--- src/rtl/lsu_pkg.sv ---
package lsu_pkg;
  localparam int DATA_W = 32;
  localparam int LANES  = DATA_W / 8;
  localparam int OFF_W  = $clog2(LANES);

  typedef enum logic [1:0] {
    SZ_BYTE = 2'd0,
    SZ_HALF = 2'd1,
    SZ_WORD = 2'd2
  } size_e;
endpackage

--- src/rtl/lsu_lane_pack.sv ---
module lsu_lane_pack
  import lsu_pkg::*;
(
  input  size_e               size,
  input  logic [OFF_W-1:0]    off,
  input  logic [DATA_W-1:0]   wdata,
  output logic [LANES-1:0]    mask,
  output logic [DATA_W-1:0]   lane_data
);
  for (genvar i = 0; i < LANES; i++) begin : g_lane
    always_comb begin
      unique case (size)
        SZ_BYTE: begin
          mask[i] = (off == OFF_W'(i));
          lane_data[8*i +: 8] = wdata[7:0];
        end
        SZ_HALF: begin
          mask[i] = ((i / 2) == int'(off[OFF_W-1]));
          lane_data[8*i +: 8] = wdata[8*(i%2) +: 8];
        end
        default: begin
          mask[i] = 1'b1;
          lane_data[8*i +: 8] = wdata[8*i +: 8];
        end
      endcase
    end
  end
endmodule

--- src/rtl/lsu_lane_extract.sv ---
module lsu_lane_extract
  import lsu_pkg::*;
(
  input  size_e               size,
  input  logic                unsgn,
  input  logic [OFF_W-1:0]    off,
  input  logic [DATA_W-1:0]   din,
  output logic [DATA_W-1:0]   value
);
  logic [7:0]  lane [LANES];
  logic [7:0]  sel_b;
  logic [15:0] sel_h;

  for (genvar i = 0; i < LANES; i++) begin : g_split
    assign lane[i] = din[8*i +: 8];
  end

  assign sel_b = lane[off];
  assign sel_h = off[OFF_W-1] ? din[31:16] : din[15:0];

  always_comb begin
    unique case (size)
      SZ_BYTE: value = {{(DATA_W-8){sel_b[7] & ~unsgn}}, sel_b};
      SZ_HALF: value = {{(DATA_W-16){sel_h[15] & ~unsgn}}, sel_h};
      default: value = din;
    endcase
  end
endmodule

--- src/rtl/lsu_bus_master.sv ---
module lsu_bus_master
  import lsu_pkg::*;
#(
  parameter int ADDR_W = 32
) (
  input  logic                clk,
  input  logic                rst,
  input  logic                req_valid,
  input  logic                req_fetch,
  input  logic                req_write,
  input  logic [1:0]          req_size,
  input  logic                req_unsigned,
  input  logic [ADDR_W-1:0]   req_addr,
  input  logic [DATA_W-1:0]   req_wdata,
  output logic                busy,
  output logic                done,
  output logic [DATA_W-1:0]   rdata,
  output logic                misalign_err,
  output logic [ADDR_W-1:0]   bus_addr,
  input  logic [DATA_W-1:0]   bus_din,
  output logic [DATA_W-1:0]   bus_dout,
  output logic                bus_en,
  input  logic                bus_ready,
  output logic                bus_wr,
  output logic [LANES-1:0]    bus_mask,
  output logic                bus_fetch
);
  size_e               req_sz;
  logic                req_misal;
  logic [LANES-1:0]    pk_mask;
  logic [DATA_W-1:0]   pk_data;
  logic [DATA_W-1:0]   ext_val;

  size_e               sz_q;
  logic                uns_q;
  logic [OFF_W-1:0]    off_q;

  always_comb begin
    if (req_fetch || req_size[1]) req_sz = SZ_WORD;
    else if (req_size[0])         req_sz = SZ_HALF;
    else                          req_sz = SZ_BYTE;
    unique case (req_sz)
      SZ_HALF: req_misal = req_addr[0];
      SZ_WORD: req_misal = |req_addr[OFF_W-1:0];
      default: req_misal = 1'b0;
    endcase
  end

  lsu_lane_pack u_pack (
    .size      (req_sz),
    .off       (req_addr[OFF_W-1:0]),
    .wdata     (req_wdata),
    .mask      (pk_mask),
    .lane_data (pk_data)
  );

  lsu_lane_extract u_ext (
    .size  (sz_q),
    .unsgn (uns_q),
    .off   (off_q),
    .din   (bus_din),
    .value (ext_val)
  );

  always_ff @(posedge clk) begin
    if (rst) begin
      bus_en       <= 1'b0;
      bus_wr       <= 1'b0;
      bus_fetch    <= 1'b0;
      bus_addr     <= '0;
      bus_dout     <= '0;
      bus_mask     <= '1;
      done         <= 1'b0;
      misalign_err <= 1'b0;
      rdata        <= '0;
      sz_q         <= SZ_WORD;
      uns_q        <= 1'b0;
      off_q        <= '0;
    end else begin
      done         <= 1'b0;
      misalign_err <= 1'b0;
      if (bus_en) begin
        if (bus_ready) begin
          bus_en <= 1'b0;
          bus_wr <= 1'b0;
          done   <= 1'b1;
          rdata  <= ext_val;
        end
      end else if (req_valid) begin
        if (req_misal) begin
          misalign_err <= 1'b1;
        end else begin
          bus_en    <= 1'b1;
          bus_wr    <= req_write & ~req_fetch;
          bus_fetch <= req_fetch;
          bus_addr  <= {req_addr[ADDR_W-1:OFF_W], {OFF_W{1'b0}}};
          bus_mask  <= pk_mask;
          bus_dout  <= pk_data;
          sz_q      <= req_sz;
          uns_q     <= req_unsigned & ~req_fetch;
          off_q     <= req_addr[OFF_W-1:0];
        end
      end
    end
  end

  assign busy = bus_en;
endmodule

--- config.mk ---
export PLATFORM = sky130hd
export DESIGN_NAME = lsu_bus_master
export DESIGN_NICKNAME = d
export VERILOG_FILES = /design/src/rtl/lsu_pkg.sv /design/src/rtl/lsu_lane_pack.sv /design/src/rtl/lsu_lane_extract.sv /design/src/rtl/lsu_bus_master.sv
export SDC_FILE = /design/constraint.sdc
export NUM_CORES = 1
export LEC_CHECK = 0
export ABC_AREA = 1
export BUFFER_PORTS_ARGS = -buffer_cell sky130_fd_sc_hd__buf_2
export CORE_ASPECT_RATIO = 2
export CORE_MARGIN = 3
export CORE_UTILIZATION = 45
export DETAILED_ROUTE_END_ITERATION = 10
export GPL_TIMING_DRIVEN = 0
export PLACE_DENSITY = 0.8
export SLEW_MARGIN = 20
export SYNTH_ARGS = -nofsm -noshare
export SYNTH_HDL_FRONTEND = slang
export SYNTH_SLANG_ARGS = --single-unit
--- constraint.sdc ---
create_clock -name clk -period 3.53 [get_ports clk]
set_input_delay 0 -clock clk [delete_from_list [all_inputs] [get_ports clk]]
set_output_delay 0 -clock clk [all_outputs]
set_load 0.02 [all_outputs]
# ---- Word level (Yosys, flattened, before mapping)
# Index checks and enable logic that the tools add are counted.
dict set report classes {
  add_sub_neg 0
  mul 0
  div 0
  magnitude_cmp 1
  n_eq_ne 8
  shifts 0
  muxes 25
  bitwise 11
  n_reduce_logical 12
}
# operator count
set ops {}
lappend ops {{32-bit case mux with 2 select lines} 1}
lappend ops {{8-bit two-way mux} 4}
lappend ops {{8-bit binary-select mux with 2-bit select} 1}
lappend ops {{16-bit two-way mux} 1}
lappend ops {{8-bit case mux with 2 select lines} 1}
lappend ops {{1-bit two-way mux} 11}
lappend ops {{1-bit case mux with 2 select lines} 5}
lappend ops {{2-bit by 1-bit equality test with 1-bit output, second input constant} 3}
lappend ops {{2-bit equality test, second input constant} 3}
lappend ops {{2-bit zero test} 3}
lappend ops {{1-bit inverter} 6}
lappend ops {{3-bit AND reduction} 2}
lappend ops {{2-bit OR reduction} 3}
lappend ops {{1-bit AND} 4}
lappend ops {{3-bit greater-or-equal comparator, second input constant} 1}
lappend ops {{2-bit inverter with 3-bit output} 1}
lappend ops {{3-bit OR reduction} 1}
lappend ops {{2-bit two-way mux} 1}
lappend ops {{2-bit by 1-bit inequality test with 1-bit output, second input constant} 1}
lappend ops {{2-bit inequality test, second input constant} 1}
lappend ops {{2-bit AND reduction} 1}
lappend ops {{2-bit nonzero test} 1}
lappend ops {{1-bit logical OR} 1}
dict set report totals {
  regBits 108
  latch_bits 0
  ramBits 0
  romBits 0
  input_bits 105
  out_inout_bits 106
  word_cells 69
  n_memories 0
}

# ---- Logic depth before layout (Yosys ltp)
dict set report logic_depth {
  depth_word 7
  mapped_depth 10
  ltp_nobuf 9
}

# ---- By module
# A second synthesis with hierarchy kept.
dict set report hier_totals {
  hier_cells 873
  hier_area_um2 5719.2
}
# module instances cells_per_inst area_per_inst_um2
set modules_own_cells {}
lappend modules_own_cells {lsu_bus_master 1 621 4254.1}
lappend modules_own_cells {lsu_lane_extract 1 154 905.9}
lappend modules_own_cells {lsu_lane_pack 1 98 559.3}

# ---- Worst setup path after synthesis
# No wires, ideal clock.
dict set report synth_timing {
  path_type {flip-flop to flip-flop}
  startpoint {register bus_en}
  endpoint {register rdata[12]}
  setup_time_ps 109
  arrival_ps 1350
  required_time_ps 3421
  slack_ps 2071
  path_stages_with_launch 8
  cell_sequence {dfxtp_1 > nand2_1 > inv_1 > buf_2 > buf_2 > nand4_1 > nand2_1 > inv_1}
}
dict set report synth_via {
  elab_chain_cells 1
}
# element line
set synth_rtl {}
lappend synth_rtl {{start: declaration} lsu_bus_master.sv:22} ;# output logic bus_en,
lappend synth_rtl {{start signal: assignment} lsu_bus_master.sv:67} ;# bus_en <= 1'b0;
lappend synth_rtl {{start signal: assignment} lsu_bus_master.sv:84} ;# bus_en <= 1'b0;
lappend synth_rtl {{start signal: assignment} lsu_bus_master.sv:93} ;# bus_en <= 1'b1;
lappend synth_rtl {{2-bit AND reduction (no source line)} -}
lappend synth_rtl {{end signal: assignment} lsu_bus_master.sv:87} ;# rdata <= ext_val;
lappend synth_rtl {{end: declaration} lsu_bus_master.sv:17} ;# output logic [DATA_W-1:0] rdata,
# No other way between the ends.
# A chain may end at the register's enable or synchronous reset.

# ---- Worst setup path after layout
dict set report layout_timing {
  startpoint {input port req_fetch}
  endpoint {register misalign_err}
}
dict set report layout_via {
  elab_chain_cells 5
}
# element line
set layout_rtl {}
lappend layout_rtl {{start: declaration} lsu_bus_master.sv:9} ;# input logic req_fetch,
lappend layout_rtl {{1-bit logical OR *} lsu_bus_master.sv:39} ;# if (req_fetch || req_size[1]) req_sz = SZ_WORD;
lappend layout_rtl {{2-bit two-way mux *} lsu_bus_master.sv:39}
lappend layout_rtl {{2-bit equality test / 2-bit by 1-bit equality test with 1-bit output (equally long branches)} lsu_bus_master.sv:42} ;# unique case (req_sz)
lappend layout_rtl {{1-bit case mux with 2 select lines *} lsu_bus_master.sv:42}
lappend layout_rtl {{1-bit two-way mux *} lsu_bus_master.sv:90} ;# if (req_misal) begin
lappend layout_rtl {{end signal: assignment} lsu_bus_master.sv:74} ;# misalign_err <= 1'b0;
lappend layout_rtl {{end signal: assignment} lsu_bus_master.sv:81} ;# misalign_err <= 1'b0;
lappend layout_rtl {{end signal: assignment} lsu_bus_master.sv:91} ;# misalign_err <= 1'b1;
lappend layout_rtl {{end: declaration} lsu_bus_master.sv:18} ;# output logic misalign_err,
# Every way passes the cells marked *; elsewhere a longest branch is shown, timed or not.

==> flow_metrics.py <==
metrics = {
    "outcome": {
        "status": "complete, but fails checks",
        "violations": "negative hold slack",
    },
    "global_routing": {
        "grt_pass1_wl_um": 27600,
        "grt-ovfl-total": 0,
        "first_global_vias": 5745,
        "grt_use_total_pct": 29.7,
        "grt_max_degree": 18,
        "antenna_found_initial": 0,
    },
    "clock_network": {
        "cts_hold_buf": 70,
        "clkSinkCount": 108,
        "cts_repair_resize_count": 0,
        "htreeDepth": 3,
        "post_cts_buffers": 0,
        "cts.clk_slew.worst_paths_ns": 0.07,
        "clkLatencyLatePin_ns": 0.34,
        "clockRootBuffer": "clkbuf_16",
        "cts_tree": "built",
        "cts_buffer_depth": 2,
        "cts_buffers": 9,
    },
    "power_and_ir_drop": {
        "peakVddDrop_v": 0.000306,
        "p_per_area_mw_per_mm2": 406,
        "pwr-share-clk_pct": 33.8,
        "p_comb_share_pct": 19.7,
        "p_switching_mw": 0.820,
        "p_leak_nw": 3.41,
        "pwr-share-seq_pct": 46.5,
        "switching_share_pct": 29.1,
        "p_int_mw": 2.00,
    },
    "worst_setup_path": {
        "slowest_delay_ns": 0.58,
        "r2r_slack_ns": 1.79,
        "crit_chain": "dlygate4sd3_1 -> buf_2 -> nor2_4 -> nand3_2 -> dlygate4sd3_1 -> a21oi_1 -> dlygate4sd3_1",
        "reg2reg_depth": 7,
        "cp.required_ns": 3.81,
        "crit_path_end_kind": "register",
        "slowest_stage": "dlygate4sd3_1",
        "worstReg2RegStart": "bus_en$_SDFF_PP0_",
        "r2r_end": "rdata[12]$_SDFFE_PP0P_",
        "worstSetupPathType": "in -> reg",
        "crit_top_cell": "dlygate4sd3_1",
        "cp_top_family": "buffers and inverters",
        "path_buf_inv": 4,
        "start_kind": "primary input",
        "cp_data_arrival_time_ns": 2.37,
        "crit_fanout": 10,
    },
    "final_layout": {
        "stdcell_area_mm2": 0.00694,
        "fillers": 926,
        "area_growth_syn_to_layout_pct": 46.2,
        "antenna_cells": 0,
        "nets": 1079,
        "multi_input_area_mm2": 0.00221,
        "instances_no_fill": 1114,
        "ff_latch_area_mm2": 0.00216,
        "drive_gt1_share_pct": 26.8,
    },
    "logic_synthesis": {
        "synthCells": 684,
        "synth_warnings": 0,
        "synth-edff-count": 0,
        "synth_top_area_cell": "dfxtp_1",
        "synth_area_mm2": 0.00475,
        "synth_commonest_cells": "283 x nand2_1, 112 x a21oi_1, 108 x dfxtp_1, 33 x o21ai_0, 27 x inv_1",
        "syn_area_per_cell_um2": 6.94,
        "synth_top_area_share_pct": 45.6,
        "yosysSeqAreaShare_pct": 45.6,
        "yosysMostFrequentCell": "nand2_1",
        "synth_area_leaders": "dfxtp_1 46%, nand2_1 22%, a21oi_1 12%",
        "async_reset_ff_share_pct": 0,
        "ys.flop_type": "dfxtp_1",
        "yosysUniqueCellTypes": 24,
        "ys_seq_elements": 108,
    },
    "floorplan": {
        "die_w_um": 78.6,
        "ios": 211,
        "core_mm2": 0.0102,
        "dieArea_mm2": 0.0119,
        "initial_core_util_pct": 46.5,
        "die_h_um": 151,
        "num_rows": 52,
    },
    "routing": {
        "first_iter_violations": 336,
        "ant_nets": 0,
        "num_vias": 5705,
        "wirelength_um": 17800,
        "avgRoutedWirePerCell_um": 16.0,
        "vias_per_cell": 5.12,
        "drcViolationCount": 0,
        "drtPass1Iterations": 6,
    },
    "timing": {
        "final-hold-violation-count": 1,
        "setup_viol": 0,
        "max_freq_mhz": 479,
        "slew_violations": 0,
        "rsz0062_at_grt": "no",
        "slew-limit-headroom_pct": 55.4,
        "hold_ws_ns": -0.000166,
        "fin_ws_ns": 1.44,
        "fin_worst_skew_ns": 0.00592,
        "post-route-period-util_pct": 59.2,
        "min_period_ns": 2.09,
        "worst_pin_slew_ns": 0.666,
        "fin_setup_tns_ns": 0,
    },
    "placed_design": {
        "numPlacedInstances": 1028,
        "placed_area_mm2": 0.00596,
        "io_buffers": 208,
        "gp_congestion": 0.950,
        "pre_cts_ws_ns": 1.86,
        "dp_hpwl_um": 12900,
    },
    "hold_path": {
        "holdPathEnd": "off_q[1]$_SDFFE_PP0P_",
        "hold_start": "req_addr[1]",
        "hold_path_class": "in -> reg",
        "hold_depth": 3,
    },
    "flow_run": {
        "max_cap_violations": 0,
    },
}
==> worst max path at each step <==
stage,startpoint,endpoint,slack (ns),cells past startpoint
4_1_cts,req_fetch,misalign_err$_SDFF_PP0_,1.51,7
6_report,req_fetch,misalign_err$_SDFF_PP0_,1.44,7
5_1_grt,req_fetch,misalign_err$_SDFF_PP0_,1.33,7
3_3_place_gp,bus_en$_SDFF_PP0_,rdata[12]$_SDFFE_PP0P_,1.86,7
3_5_place_dp,bus_en$_SDFF_PP0_,rdata[13]$_SDFFE_PP0P_,1.86,7
2_1_floorplan,bus_en$_SDFF_PP0_,rdata[12]$_SDFFE_PP0P_,2.07,7
==> worst register-to-register path, cell delays in order, from the launching register on <==
cell and delay, ns:
dfxtp_1 0.43, nand2_1 0.24, inv_1 0.19, buf_2 0.26, buf_2 0.27, nand4_1 0.12
nand2_1 0.09, inv_1 0.05
==> flip-flops by register name (all words and copies together) (netlist names) <==
register	cells
bus_dout	32
rdata	32
bus_addr	30
bus_mask	4
off_q	2
sz_q	2
bus_en	1
bus_fetch	1
bus_wr	1
done	1
misalign_err	1
uns_q	1
==> power groups by stage <==
| stage | combinational, mW | sequential (mW) | clock, mW |
|---|---|---|---|
| 5_1_grt | 0.604 | 1.31 | 1.01 |
| 3_3_place_gp | 0.480 | 1.33 | 0 |
| 2_1_floorplan | 0.215 | 1.40 | 0 |
| 6_report | 0.555 | 1.31 | 0.954 |
| 4_1_cts | 0.547 | 1.31 | 0.963 |
| 3_5_place_dp | 0.485 | 1.34 | 0 |
==> metrics by stage <==
| stage | power, mW | util [%] |
|---|---|---|
| after global placement | 1.81 | 58.3 |
| final | 2.82 | 67.9 |
| after detailed placement | 1.82 | 58.3 |
| after CTS | 2.82 | 67.9 |
| after global routing | 2.93 | 67.9 |
| after floorplan | 1.62 | - |
==> layout by cell type (no fill, tap or decap), types with 7 or more instances in the layout <==
| cell | instances |
|---|---|
| nand2_1 | 283 |
| buf_2 | 222 |
| a21oi_1 | 112 |
| dfxtp_1 | 108 |
| dlygate4sd3_1 | 70 |
| o21ai_0 | 33 |
| inv_1 | 27 |
| clkbuf_1 | 23 |
| nor2_1 | 20 |
| nand3_1 | 19 |
| o211ai_1 | 9 |
| clkbuf_16 | 9 |
| buf_6 | 8 |
| nand4_1 | 7 |
==> kinds of logic (layout without fill, tap and decap cells) <==
family / count (synthesis) / after routing / share of synthesized area [%]
other: 1 / 2 / 0.0790
AOI/OAI and AO/OA: 160 / 160 / 17.9
DFF: 108 / 108 / 45.6
and+or+nand+nor: 339 / 339 / 28.6
buffers and inverters: 76 / 370 / 7.88
==> layer usage <==
| metal | global-route usage [%] | vias to the layer above | share of wire, % |
|---|---|---|---|
| met5 | 0 | - | 0 |
| met4 | 19.7 | 0 | 6.0 |
| met3 | 4.88 | 81 | 5.7 |
| met2 | 56.7 | 287 | 55 |
| met1 | 28.2 | 2552 | 33 |
| li1 | - | 2785 | - |
==> area by class of cell <==
class                      count  share of cell area [%]
multi-input combinational    501                    31.9
sequential                   108                    31.2
timing repair buffer         278                    25.1
buffer                        47                    3.82
clock buffer                  11                    3.50
tap                          135                    2.43
inverter                      29                    1.57
clock inverter                 5                   0.505
Power figures use the tool's default switching activity.
